<file path="config.mk">
export PLATFORM = sky130hd
export DESIGN_NAME = twi_ctrl_regbank
export DESIGN_NICKNAME = d
export VERILOG_FILES = /design/src/rtl/twi_regbank_pkg.sv /design/src/rtl/twi_line_filter.sv /design/src/rtl/twi_bus_events.sv /design/src/rtl/twi_slave_fsm.sv /design/src/rtl/twi_reg_file.sv /design/src/rtl/twi_ctrl_regbank.sv
export SDC_FILE = /design/constraint.sdc
export NUM_CORES = 1
export LEC_CHECK = 0
export BUFFER_PORTS_ARGS = -buffer_cell sky130_fd_sc_hd__buf_4
export CAP_MARGIN = 20
export CORE_UTILIZATION = 51
export DETAILED_ROUTE_END_ITERATION = 12
export PLACE_DENSITY_LB_ADDON = 0.15
export SLEW_MARGIN = 40
export SYNTH_ARGS = -nofsm -noshare
export SYNTH_HDL_FRONTEND = slang
export SYNTH_SLANG_ARGS = --single-unit
</file>
<file path="constraint.sdc">
create_clock -name clk -period 1.97 [get_ports clk]
set_input_delay 0.2955 -clock clk [delete_from_list [all_inputs] [get_ports clk]]
set_output_delay 0.2955 -clock clk [all_outputs]
set_load 0.05 [all_outputs]
</file>
<file path="src/rtl/twi_regbank_pkg.sv">
`timescale 1ns/1ps
package twi_regbank_pkg;
   localparam int unsigned REG_COUNT   = 10;
   localparam int unsigned CODE_W      = 10;
   localparam int unsigned LO_W        = CODE_W - 8;
   localparam int unsigned MOD_LO_IDX  = 2;
   localparam int unsigned MOD_HI_IDX  = 3;
   localparam int unsigned BIAS_LO_IDX = 4;
   localparam int unsigned BIAS_HI_IDX = 5;

   typedef enum logic [3:0] {
      ST_IDLE, ST_ADDR, ST_ADDR_ACK, ST_PTR, ST_PTR_ACK,
      ST_DATA, ST_DATA_ACK, ST_TX, ST_TX_ACK, ST_DRAIN
   } slv_state_t;

   // writable bits of each register; unlisted indices are absent
   function automatic logic [7:0] live_mask(input int unsigned idx);
      case (idx)
         0, 3, 5, 6, 7: live_mask = 8'hFF;
         1, 8:          live_mask = 8'h0F;
         2, 4:          live_mask = 8'h03;
         9:             live_mask = 8'h01;
         default:       live_mask = 8'h00;
      endcase
   endfunction
endpackage

</file>
<file path="src/rtl/twi_line_filter.sv">
`timescale 1ns/1ps
module twi_line_filter #(
   parameter int unsigned SYNC_STAGES = 2,
   parameter int unsigned FILT_LEN    = 3
) (
   input  logic clk,
   input  logic rst_n,
   input  logic line_i,
   output logic line_o
);
   logic [SYNC_STAGES-1:0] sync_q;
   logic                   synced;

   always_ff @(posedge clk or negedge rst_n) begin
      if (!rst_n) sync_q <= '1;
      else        sync_q <= {sync_q[SYNC_STAGES-2:0], line_i};
   end
   assign synced = sync_q[SYNC_STAGES-1];

   generate
      if (FILT_LEN > 1) begin : g_consensus
         logic [FILT_LEN-1:0] hist_q;
         always_ff @(posedge clk or negedge rst_n) begin
            if (!rst_n) begin
               hist_q <= '1;
               line_o <= 1'b1;
            end else begin
               hist_q <= {hist_q[FILT_LEN-2:0], synced};
               if (&hist_q)       line_o <= 1'b1;
               else if (~|hist_q) line_o <= 1'b0;
            end
         end
      end else begin : g_bypass
         always_ff @(posedge clk or negedge rst_n) begin
            if (!rst_n) line_o <= 1'b1;
            else        line_o <= synced;
         end
      end
   endgenerate
endmodule

</file>
<file path="src/rtl/twi_bus_events.sv">
`timescale 1ns/1ps
module twi_bus_events (
   input  logic clk,
   input  logic rst_n,
   input  logic scl_f,
   input  logic sda_f,
   output logic scl_rise,
   output logic scl_fall,
   output logic start_det,
   output logic stop_det
);
   logic scl_q, sda_q;

   always_ff @(posedge clk or negedge rst_n) begin
      if (!rst_n) begin
         scl_q <= 1'b1;
         sda_q <= 1'b1;
      end else begin
         scl_q <= scl_f;
         sda_q <= sda_f;
      end
   end

   assign scl_rise  = scl_f & ~scl_q;
   assign scl_fall  = ~scl_f & scl_q;
   assign start_det = scl_f & scl_q & sda_q & ~sda_f;
   assign stop_det  = scl_f & scl_q & ~sda_q & sda_f;
endmodule

</file>
<file path="src/rtl/twi_slave_fsm.sv">
`timescale 1ns/1ps
module twi_slave_fsm
   import twi_regbank_pkg::*;
#(
   parameter logic [6:0] DEV_ADDR = 7'h08
) (
   input  logic       clk,
   input  logic       rst_n,
   input  logic       scl_rise,
   input  logic       scl_fall,
   input  logic       start_det,
   input  logic       stop_det,
   input  logic       sda_f,
   input  logic [7:0] rd_data,
   output logic       sda_drive_low,
   output logic       wr_en,
   output logic [7:0] wr_addr,
   output logic [7:0] wr_data,
   output logic [7:0] rd_ptr
);
   slv_state_t state_q;
   logic [3:0] bcnt_q;
   logic [7:0] shreg_q;
   logic       rw_q, data_seen_q, mack_q;

   always_ff @(posedge clk or negedge rst_n) begin
      if (!rst_n) begin
         state_q       <= ST_IDLE;
         bcnt_q        <= '0;
         shreg_q       <= '0;
         rw_q          <= 1'b0;
         data_seen_q   <= 1'b0;
         mack_q        <= 1'b0;
         sda_drive_low <= 1'b0;
         wr_en         <= 1'b0;
         wr_addr       <= '0;
         wr_data       <= '0;
         rd_ptr        <= '0;
      end else begin
         wr_en <= 1'b0;
         if (start_det) begin
            state_q       <= ST_ADDR;
            bcnt_q        <= '0;
            data_seen_q   <= 1'b0;
            sda_drive_low <= 1'b0;
         end else if (stop_det) begin
            state_q       <= ST_IDLE;
            sda_drive_low <= 1'b0;
         end else begin
            case (state_q)
               ST_ADDR, ST_PTR, ST_DATA: begin
                  if (scl_rise) begin
                     shreg_q <= {shreg_q[6:0], sda_f};
                     bcnt_q  <= bcnt_q + 4'd1;
                  end else if (scl_fall && bcnt_q == 4'd8) begin
                     bcnt_q <= '0;
                     if (state_q == ST_ADDR) begin
                        if (shreg_q[7:1] == DEV_ADDR) begin
                           sda_drive_low <= 1'b1;
                           rw_q          <= shreg_q[0];
                           state_q       <= ST_ADDR_ACK;
                        end else begin
                           state_q <= ST_DRAIN;
                        end
                     end else if (state_q == ST_PTR) begin
                        sda_drive_low <= 1'b1;
                        rd_ptr        <= shreg_q;
                        state_q       <= ST_PTR_ACK;
                     end else begin
                        sda_drive_low <= ~data_seen_q;
                        state_q       <= ST_DATA_ACK;
                        if (!data_seen_q) begin
                           wr_en       <= 1'b1;
                           wr_addr     <= rd_ptr;
                           wr_data     <= shreg_q;
                           data_seen_q <= 1'b1;
                        end
                     end
                  end
               end
               ST_ADDR_ACK: begin
                  if (scl_fall) begin
                     if (rw_q) begin
                        shreg_q       <= rd_data;
                        sda_drive_low <= ~rd_data[7];
                        bcnt_q        <= '0;
                        state_q       <= ST_TX;
                     end else begin
                        sda_drive_low <= 1'b0;
                        state_q       <= ST_PTR;
                     end
                  end
               end
               ST_PTR_ACK: begin
                  if (scl_fall) begin
                     sda_drive_low <= 1'b0;
                     state_q       <= ST_DATA;
                  end
               end
               ST_DATA_ACK: begin
                  if (scl_fall) begin
                     sda_drive_low <= 1'b0;
                     state_q       <= sda_drive_low ? ST_DATA : ST_DRAIN;
                  end
               end
               ST_TX: begin
                  if (scl_rise) begin
                     bcnt_q <= bcnt_q + 4'd1;
                  end else if (scl_fall) begin
                     if (bcnt_q == 4'd8) begin
                        sda_drive_low <= 1'b0;
                        state_q       <= ST_TX_ACK;
                     end else begin
                        shreg_q       <= {shreg_q[6:0], 1'b0};
                        sda_drive_low <= ~shreg_q[6];
                     end
                  end
               end
               ST_TX_ACK: begin
                  if (scl_rise) begin
                     mack_q <= ~sda_f;
                  end else if (scl_fall) begin
                     if (mack_q) begin
                        shreg_q       <= rd_data;
                        sda_drive_low <= ~rd_data[7];
                        bcnt_q        <= '0;
                        state_q       <= ST_TX;
                     end else begin
                        state_q <= ST_DRAIN;
                     end
                  end
               end
               default: ;
            endcase
         end
      end
   end
endmodule

</file>
<file path="src/rtl/twi_reg_file.sv">
`timescale 1ns/1ps
module twi_reg_file
   import twi_regbank_pkg::*;
(
   input  logic                  clk,
   input  logic                  rst_n,
   input  logic                  wr_en,
   input  logic [7:0]            wr_addr,
   input  logic [7:0]            wr_data,
   output logic [REG_COUNT*8-1:0] bank_o,
   output logic [CODE_W-1:0]     mod_code_o,
   output logic [CODE_W-1:0]     bias_code_o
);
   generate
      for (genvar g = 0; g < REG_COUNT; g++) begin : g_reg
         localparam logic [7:0] MASK = live_mask(g);
         if (MASK == 8'h00) begin : g_absent
            assign bank_o[g*8 +: 8] = 8'h00;
         end else begin : g_present
            logic [7:0] q;
            always_ff @(posedge clk or negedge rst_n) begin
               if (!rst_n)                           q <= '0;
               else if (wr_en && wr_addr == 8'(g))  q <= wr_data & MASK;
            end
            assign bank_o[g*8 +: 8] = q;
         end
      end
   endgenerate

   always_ff @(posedge clk or negedge rst_n) begin
      if (!rst_n) begin
         mod_code_o  <= '0;
         bias_code_o <= '0;
      end else if (wr_en) begin
         if (wr_addr == 8'(MOD_HI_IDX))
            mod_code_o  <= {wr_data, bank_o[MOD_LO_IDX*8 +: LO_W]};
         if (wr_addr == 8'(BIAS_HI_IDX))
            bias_code_o <= {wr_data, bank_o[BIAS_LO_IDX*8 +: LO_W]};
      end
   end
endmodule

</file>
<file path="src/rtl/twi_ctrl_regbank.sv">
`timescale 1ns/1ps
module twi_ctrl_regbank
   import twi_regbank_pkg::*;
#(
   parameter logic [6:0]  DEV_ADDR    = 7'h08,
   parameter int unsigned SYNC_STAGES = 2,
   parameter int unsigned FILT_LEN    = 3
) (
   input  logic                   clk,
   input  logic                   rst_n,
   input  logic                   scl_i,
   input  logic                   sda_i,
   output logic                   sda_drive_low,
   output logic [REG_COUNT*8-1:0] bank_o,
   output logic [CODE_W-1:0]      mod_code_o,
   output logic [CODE_W-1:0]      bias_code_o
);
   generate
      if (SYNC_STAGES < 2) begin : g_bad_sync
         $error("SYNC_STAGES must be at least 2");
      end
      if (FILT_LEN < 1) begin : g_bad_filt
         $error("FILT_LEN must be at least 1");
      end
      if (REG_COUNT <= BIAS_HI_IDX) begin : g_bad_map
         $error("register map too small for split codes");
      end
   endgenerate

   logic       scl_filt, sda_filt;
   logic       scl_rise, scl_fall, start_det, stop_det;
   logic       wr_en;
   logic [7:0] wr_addr, wr_data, rd_ptr, rd_data;

   twi_line_filter #(.SYNC_STAGES(SYNC_STAGES), .FILT_LEN(FILT_LEN)) u_scl_filt (
      .clk(clk), .rst_n(rst_n), .line_i(scl_i), .line_o(scl_filt));
   twi_line_filter #(.SYNC_STAGES(SYNC_STAGES), .FILT_LEN(FILT_LEN)) u_sda_filt (
      .clk(clk), .rst_n(rst_n), .line_i(sda_i), .line_o(sda_filt));

   twi_bus_events u_events (
      .clk(clk), .rst_n(rst_n), .scl_f(scl_filt), .sda_f(sda_filt),
      .scl_rise(scl_rise), .scl_fall(scl_fall),
      .start_det(start_det), .stop_det(stop_det));

   twi_slave_fsm #(.DEV_ADDR(DEV_ADDR)) u_fsm (
      .clk(clk), .rst_n(rst_n),
      .scl_rise(scl_rise), .scl_fall(scl_fall),
      .start_det(start_det), .stop_det(stop_det),
      .sda_f(sda_filt), .rd_data(rd_data),
      .sda_drive_low(sda_drive_low),
      .wr_en(wr_en), .wr_addr(wr_addr), .wr_data(wr_data), .rd_ptr(rd_ptr));

   twi_reg_file u_regs (
      .clk(clk), .rst_n(rst_n),
      .wr_en(wr_en), .wr_addr(wr_addr), .wr_data(wr_data),
      .bank_o(bank_o), .mod_code_o(mod_code_o), .bias_code_o(bias_code_o));

   always_comb begin
      rd_data = 8'h00;
      for (int i = 0; i < REG_COUNT; i++)
         if (rd_ptr == 8'(i)) rd_data = bank_o[i*8 +: 8];
   end
endmodule

</file>
# Word level (Yosys, flattened, before mapping)
# Cells that the tools add are included.
[word_totals] elab_cells=236 out_inout_bits=101 reg_bits=132 input_bits=4
[classes] n_reduce_logical=36 n_addsub=1 muxes=86 eq_ne=63 bitwise=19
[ops] cell="8-bit 2-to-1 mux" count=19
[ops] cell="4-bit 2-to-1 mux" count=26
[ops] cell="8-bit by 3-bit == test with 1-bit output (second input constant)" count=8
[ops] cell="4-bit by 3-bit inequality test with 1-bit output (second input constant)" count=9
[ops] cell="1-bit 2-to-1 mux" count=35
[ops] cell="8-bit by 2-bit == test with 1-bit output (second input constant)" count=4
[ops] cell="8-bit by 4-bit == test with 1-bit output (second input constant)" count=4
[ops] cell="8-bit case mux with 4 select lines" count=1
[ops] cell="4-bit case mux with 6 select lines" count=1
[ops] cell="11-bit AND reduction" count=2
[ops] cell="4-bit by 3-bit == test with 1-bit output (second input constant)" count=4
[ops] cell="8-bit by 1-bit == test with 1-bit output (second input constant)" count=2
[ops] cell="8-bit logical NOT" count=2
[ops] cell="2-bit by 1-bit inequality test with 1-bit output (second input constant)" count=8
[ops] cell="4-bit case mux with 4 select lines" count=1
[ops] cell="2-bit inequality test (second input constant)" count=7
[ops] cell="7-bit AND reduction" count=2
[ops] cell="3-bit by 2-bit inequality test with 1-bit output (second input constant)" count=4
[ops] cell="4-bit inequality test (second input constant)" count=3
[ops] cell="1-bit inverter" count=12
[ops] cell="12-bit AND reduction" count=1
[ops] cell="1-bit logical AND" count=11
[ops] cell="9-bit AND reduction" count=1
[ops] cell="3-bit OR reduction" count=3
[ops] cell="other kinds (23)" count=35

# Logic depth before layout (Yosys ltp)
[depth] word_depth=18 mapped_depth=8 ltp_nobuf=7

# By module
# Synthesis repeated with hierarchy kept, for this count alone.
[hier_totals] hier_cells=553 hier_area_um2=6471.2
[modules_own_cells] module="twi_slave_fsm" cells_each=239 area_per_inst_um2=2668.8 seq_area_each_um2=1126.1 instances=1
[modules_own_cells] module="twi_reg_file" cells_each=181 area_per_inst_um2=2606.2 seq_area_each_um2=1426.4 instances=1
[modules_own_cells] module="twi_ctrl_regbank" cells_each=107 area_per_inst_um2=758.2 seq_area_each_um2=0.0 instances=1
[modules_own_cells] module="twi_line_filter" cells_each=10 area_per_inst_um2=176.4 seq_area_each_um2=157.7 instances=2
[modules_own_cells] module="twi_bus_events" cells_each=6 area_per_inst_um2=85.1 seq_area_each_um2=52.6 instances=1

# Worst setup path before layout
# OpenSTA, ideal clock, no wires.
[synth_path] path_type="register -> register" startpoint="reg u_fsm.bcnt_q[0]" endpoint="reg u_fsm.wr_addr[5]" t_required_ns=1.845 path_buffers=2 setup_time_ns=0.125 stages_incl_launch_ff=9 setup_slack_ns=-0.216 synth_period_minus_slack_ns=2.186 arrival_time_ns=2.061 path_cell_list="dfrtp_1 -> inv_1 -> ha_1 -> and3b_1 -> clkbuf_1 -> nand2_1 -> nor3_2 -> buf_2 -> mux2_2"
[synth_via] elab_chain_len=3
[synth_lines] element="start: declaration" line_no="twi_slave_fsm.sv:22" text="logic [3:0] bcnt_q;"
[synth_lines] element="start signal: assignment" line_no="twi_slave_fsm.sv:54" text="bcnt_q <= bcnt_q + 4'd1;"
[synth_lines] element="start signal: assignment" line_no="twi_slave_fsm.sv:108" text="bcnt_q <= bcnt_q + 4'd1;"
[synth_lines] element="4-bit == test" line_no="twi_slave_fsm.sv:55" text="end else if (scl_fall && bcnt_q == 4'd8) begin"
[synth_lines] element="1-bit logical AND" line_no="twi_slave_fsm.sv:55"
[synth_lines] element="8-bit AND reduction (no source line)"
[synth_lines] element="end signal: assignment" line_no="twi_slave_fsm.sv:74" text="wr_addr <= rd_ptr;"
[synth_lines] element="end: declaration" line_no="twi_slave_fsm.sv:17" text="output logic [7:0] wr_addr,"
# Every way passes these cells.
# A chain may end at the register's enable or synchronous reset.

# Final worst setup path
[layout_path] startpoint="reg u_fsm.rd_ptr[5]" endpoint="reg u_fsm.shreg_q[2]"
[layout_via] elab_chain_len=15 word_cells_on_any_way=26 classes_between="eq/ne: 9; mux: 16; reduce/logical: 1"
[layout_lines] element="start: declaration" line_no="twi_slave_fsm.sv:19" text="output logic [7:0] rd_ptr"
[layout_lines] element="start signal: assignment" line_no="twi_slave_fsm.sv:67" text="rd_ptr <= shreg_q;"
[layout_lines] element="8-bit logical NOT" line_no="twi_ctrl_regbank.sv:61" text="if (rd_ptr == 8'(i)) rd_data = bank_o[i*8 +: 8];"
[layout_lines] element="8-bit 2-to-1 mux (9 in a row)" line_no="twi_ctrl_regbank.sv:61"
[layout_lines] element="8-bit 2-to-1 mux *" line_no="twi_ctrl_regbank.sv:61"
[layout_lines] element="8-bit 2-to-1 mux" line_no="twi_slave_fsm.sv:123" text="if (mack_q) begin"
[layout_lines] element="8-bit 2-to-1 mux" line_no="twi_slave_fsm.sv:122" text="end else if (scl_fall) begin"
[layout_lines] element="8-bit 2-to-1 mux" line_no="twi_slave_fsm.sv:120" text="if (scl_rise) begin"
[layout_lines] element="8-bit case mux with 4 select lines *" line_no="twi_slave_fsm.sv:50" text="case (state_q)"
[layout_lines] element="end signal: assignment" line_no="twi_slave_fsm.sv:53" text="shreg_q <= {shreg_q[6:0], sda_f};"
[layout_lines] element="end signal: assignment" line_no="twi_slave_fsm.sv:114" text="shreg_q <= {shreg_q[6:0], 1'b0};"
[layout_lines] element="end signal: assignment" line_no="twi_slave_fsm.sv:124" text="shreg_q <= rd_data;"
[layout_lines] element="end: declaration" line_no="twi_slave_fsm.sv:23" text="logic [7:0] shreg_q;"
# Every way passes the cells marked *; elsewhere a longest branch is shown, timed or not. The select of a mux whose other input is x is not followed.

==> metrics.txt <==
Post-synth top cells=102 x dfrtp_1, 90 x mux2_2, 43 x buf_4, 25 x o21ai_0, 23 x nand2_1; final hold violations=0; Layout area overhead=35.7%; failing checks=negative setup slack; Max rail drop VDD=0.826 mV; Synth top area share=43.2%; crit path cell chain=or4_4 -> or4b_4 -> or2_4 -> o221ai_2 -> mux2_4; Initial Util=53.4%; Adder-Cell Fraction of Synth Area=0.423%; Clk Latency, worst-skew pair=0.41 ns; Worst Setup Start Kind=register; critical path required time=2.32 ns; crit path max fanout=4; Reg2Reg Launch Point=u_fsm.rd_ptr[5]; compound-cell area share of the yosys netlist=12.1%; Synth Instances=517; sequential-to-total area share from yosys stat=49.4%; post-synth cell types=69; antenna cells=0; outcome=finished, violations left; initial antenna violation count=0; Die W=110 µm; synth top area cells=dfrtp_1 43%, mux2_2 17%, dfstp_2 6.2%; routability cong.=0.924; Worst Skew=0.0154 ns; xor and xnor fraction of the mapped netlist area=0.296%; Post-synth EDFFs=0; Setup crit start=u_fsm.rd_ptr[5]; cell with the most instances after synthesis=dfrtp_1; share of layout cells above drive strength 1=52.1%; largest family of logic cells by synthesized area=multiplexers; Setup-failing EPs final=59; Min Hold Slack=0.351 ns; CTS Buf Count=17; CTS root buffer=clkbuf_16; CP Data Arrival Time=2.47 ns; CP max stage delay=0.54 ns; Design Area, Final=8020 µm²; die area=12000 µm²; Async S/R FF share, synth=100%; post-synthesis simple-gate area fraction=11.3%; leakage power=3.85 nW; instance area after placement=7160 µm²; Max transition margin=62.4%; first-pass GRT wire length=23.8 mm; number of remaining DRC errors=0; grt ovf=0; HPWL after DPL=10.8 mm; top_reg_cell synth=dfrtp_1; CTS Sinks=116; Total Routing Usage GR=26.9%; Slew Viols, Final=0; post-synthesis mux area share=18.4%; CTS Buffer Depth=2; Pwr per Cell Area=814 nW/µm²; Tcrit/Tclk final=108%; syn avg cell area=11.4 µm²; synthesis-stage register bit count=116; DRT antenna net count=0; pin count of the biggest net entering global routing=55; Worst-Margin Slew=0.565 ns; post-synth top area cell=dfrtp_1; Fmax=470 MHz; max cap viols=0; Slowest cell on crit path=or4_4; synthesized area=5910 µm²; CTS tree=done; nets=668; 1st-iter DRT viols=260; CP endpoint kind=register; Min-Delay Path Class=primary input to async pin; crit path kind=register to register; H-tree Lvls=4; routed vias=4704; setup slack after layout=-0.159 ns; Cell Rows=38; vias in the first global route=4485; Die Ht=110 µm; clk slew on worst S/H paths=0.05 ns; Top Ports=105; Port-buffer cells=77; RSZ-0062 raised after global routing=yes; via/cell ratio=5.77; wire per inst=19.2 µm; crit path time final=2.13 ns; drt pass-1 iters=5; wirelength, routed=15.6 mm; Synth warnings=0; Core Box Area=11100 µm²
-- final cells by class --
class / count / area, µm²
Fill cell: 758 / 3050
Tap cell: 140 / 175
Timing Repair Buffer: 170 / 1430
Clock inverter: 8 / 45.0
Inverter: 12 / 45.0
Sequential cell: 116 / 2930
Clock buffer: 24 / 524
Multi-Input combinational cell: 345 / 2880
-- per-layer routing --
| layer | vias up | part of all wire [%] | track usage (%) |
|---|---|---|---|
| li1 | 2121 | - | - |
| met1 | 2379 | 45 | 37.8 |
| met2 | 186 | 48 | 40.8 |
| met3 | 18 | 6.2 | 6.28 |
| met4 | 0 | 1.4 | 9.33 |
| met5 | - | 0 | 0 |
-- critical path: cells and delay by family, from the launching register on --
family           cells  cell delay [ns]
flip-flops           1             0.38
AO/OA/AOI/OAI        1             0.14
AND/OR/NAND/NOR      3             1.37
multiplexers         1             0.17
-- kinds of logic (layout without fill, tap and decap cells) --
group | count (synthesis) | after routing
xor+xnor | 2 | 2
other cells | 1 | 27
mux | 96 | 96
fa+ha+maj | 2 | 2
buf+inv | 82 | 214
compound gates | 103 | 103
flops | 116 | 116
simple gates | 115 | 115
-- repair_timing --
action                                  in CTS  in global routing
gates cloned                                 0                  1
hold buffers                                 3                  0
hold endpoints to repair                    13                  0
resized for setup                           28                 33
pin swaps                                    9                  7
endpoints found under the setup margin      62                 80
setup buffers                                1                  4
-- power breakdown --
part / internal [W] / switching [W]
logic: 0.000463 / 0.000573
clock network: 0.00184 / 0.00104
registers: 0.00252 / 0.0000995
-- through the flow --
stage | worst slack, ns | utilization [%] | total power (W) | TNS, ns | cells
floorplan | -0.0966 | - | 0.00318 | -1.75 | 543
global placement | -0.139 | 64.6 | 0.00355 | -3.36 | 774
detailed placement | -0.216 | 64.6 | 0.00358 | -5.20 | 774
CTS | -0.129 | 70.8 | 0.00653 | -4.22 | 810
global route | -0.174 | 72.4 | 0.00680 | -6.54 | 815
finish | -0.159 | 72.4 | 0.00653 | -3.61 | 815
-- state kept, by name (all words and copies together) (netlist names), 3 cells and up --
name	flops
u_fsm.bcnt_q	4
u_fsm.rd_ptr	8
u_fsm.shreg_q	8
u_fsm.state_q	4
u_fsm.wr_addr	8
u_fsm.wr_data	8
u_regs.bias_code_o	9
u_regs.g.g_present.q	45
u_regs.mod_code_o	3
u_scl_filt.g_consensus.hist_q	3
u_sda_filt.g_consensus.hist_q	3
-- path summary, 6_finish.rpt --
kind | to | slack (ns) | cells past startpoint
worst max-delay path | u_fsm.shreg_q[2] | -0.16 | 5
worst min-delay path | u_fsm.data_seen_q | 0.35 | 2
worst max register to register | u_fsm.shreg_q[2] | -0.16 | 5
worst min register to register | u_sda_filt.g_consensus.hist_q[0] | 0.35 | 0
max in group asynchronous | u_regs.g_reg[3].g_present.q[5] | 1.00 | 3
min in group clk | u_sda_filt.g_consensus.hist_q[0] | 0.35 | 0
-- placed cells by master (no fill, tap or decap), drive strengths merged, types with 4 or more instances in the layout --
master,netlist,layout
o21ai,25,25
mux2i,5,5
a22o,6,6
mux2,90,90
nor2,24,24
clkinv,0,7
nand2,23,23
o31ai,4,4
nand3,11,11
a31oi,4,4
nor2b,5,5
or4,4,4
nor4b,4,4
nand2b,6,6
nand3b,4,4
a211oi,7,7
conb,1,27
a21oi,20,20
clkbuf,17,25
dfrtp,102,102
o211ai,5,5
buf,53,166
nor3,9,9
inv,12,13
a221oi,4,4
dfstp,14,14
Power figures use the tool's default switching activity.
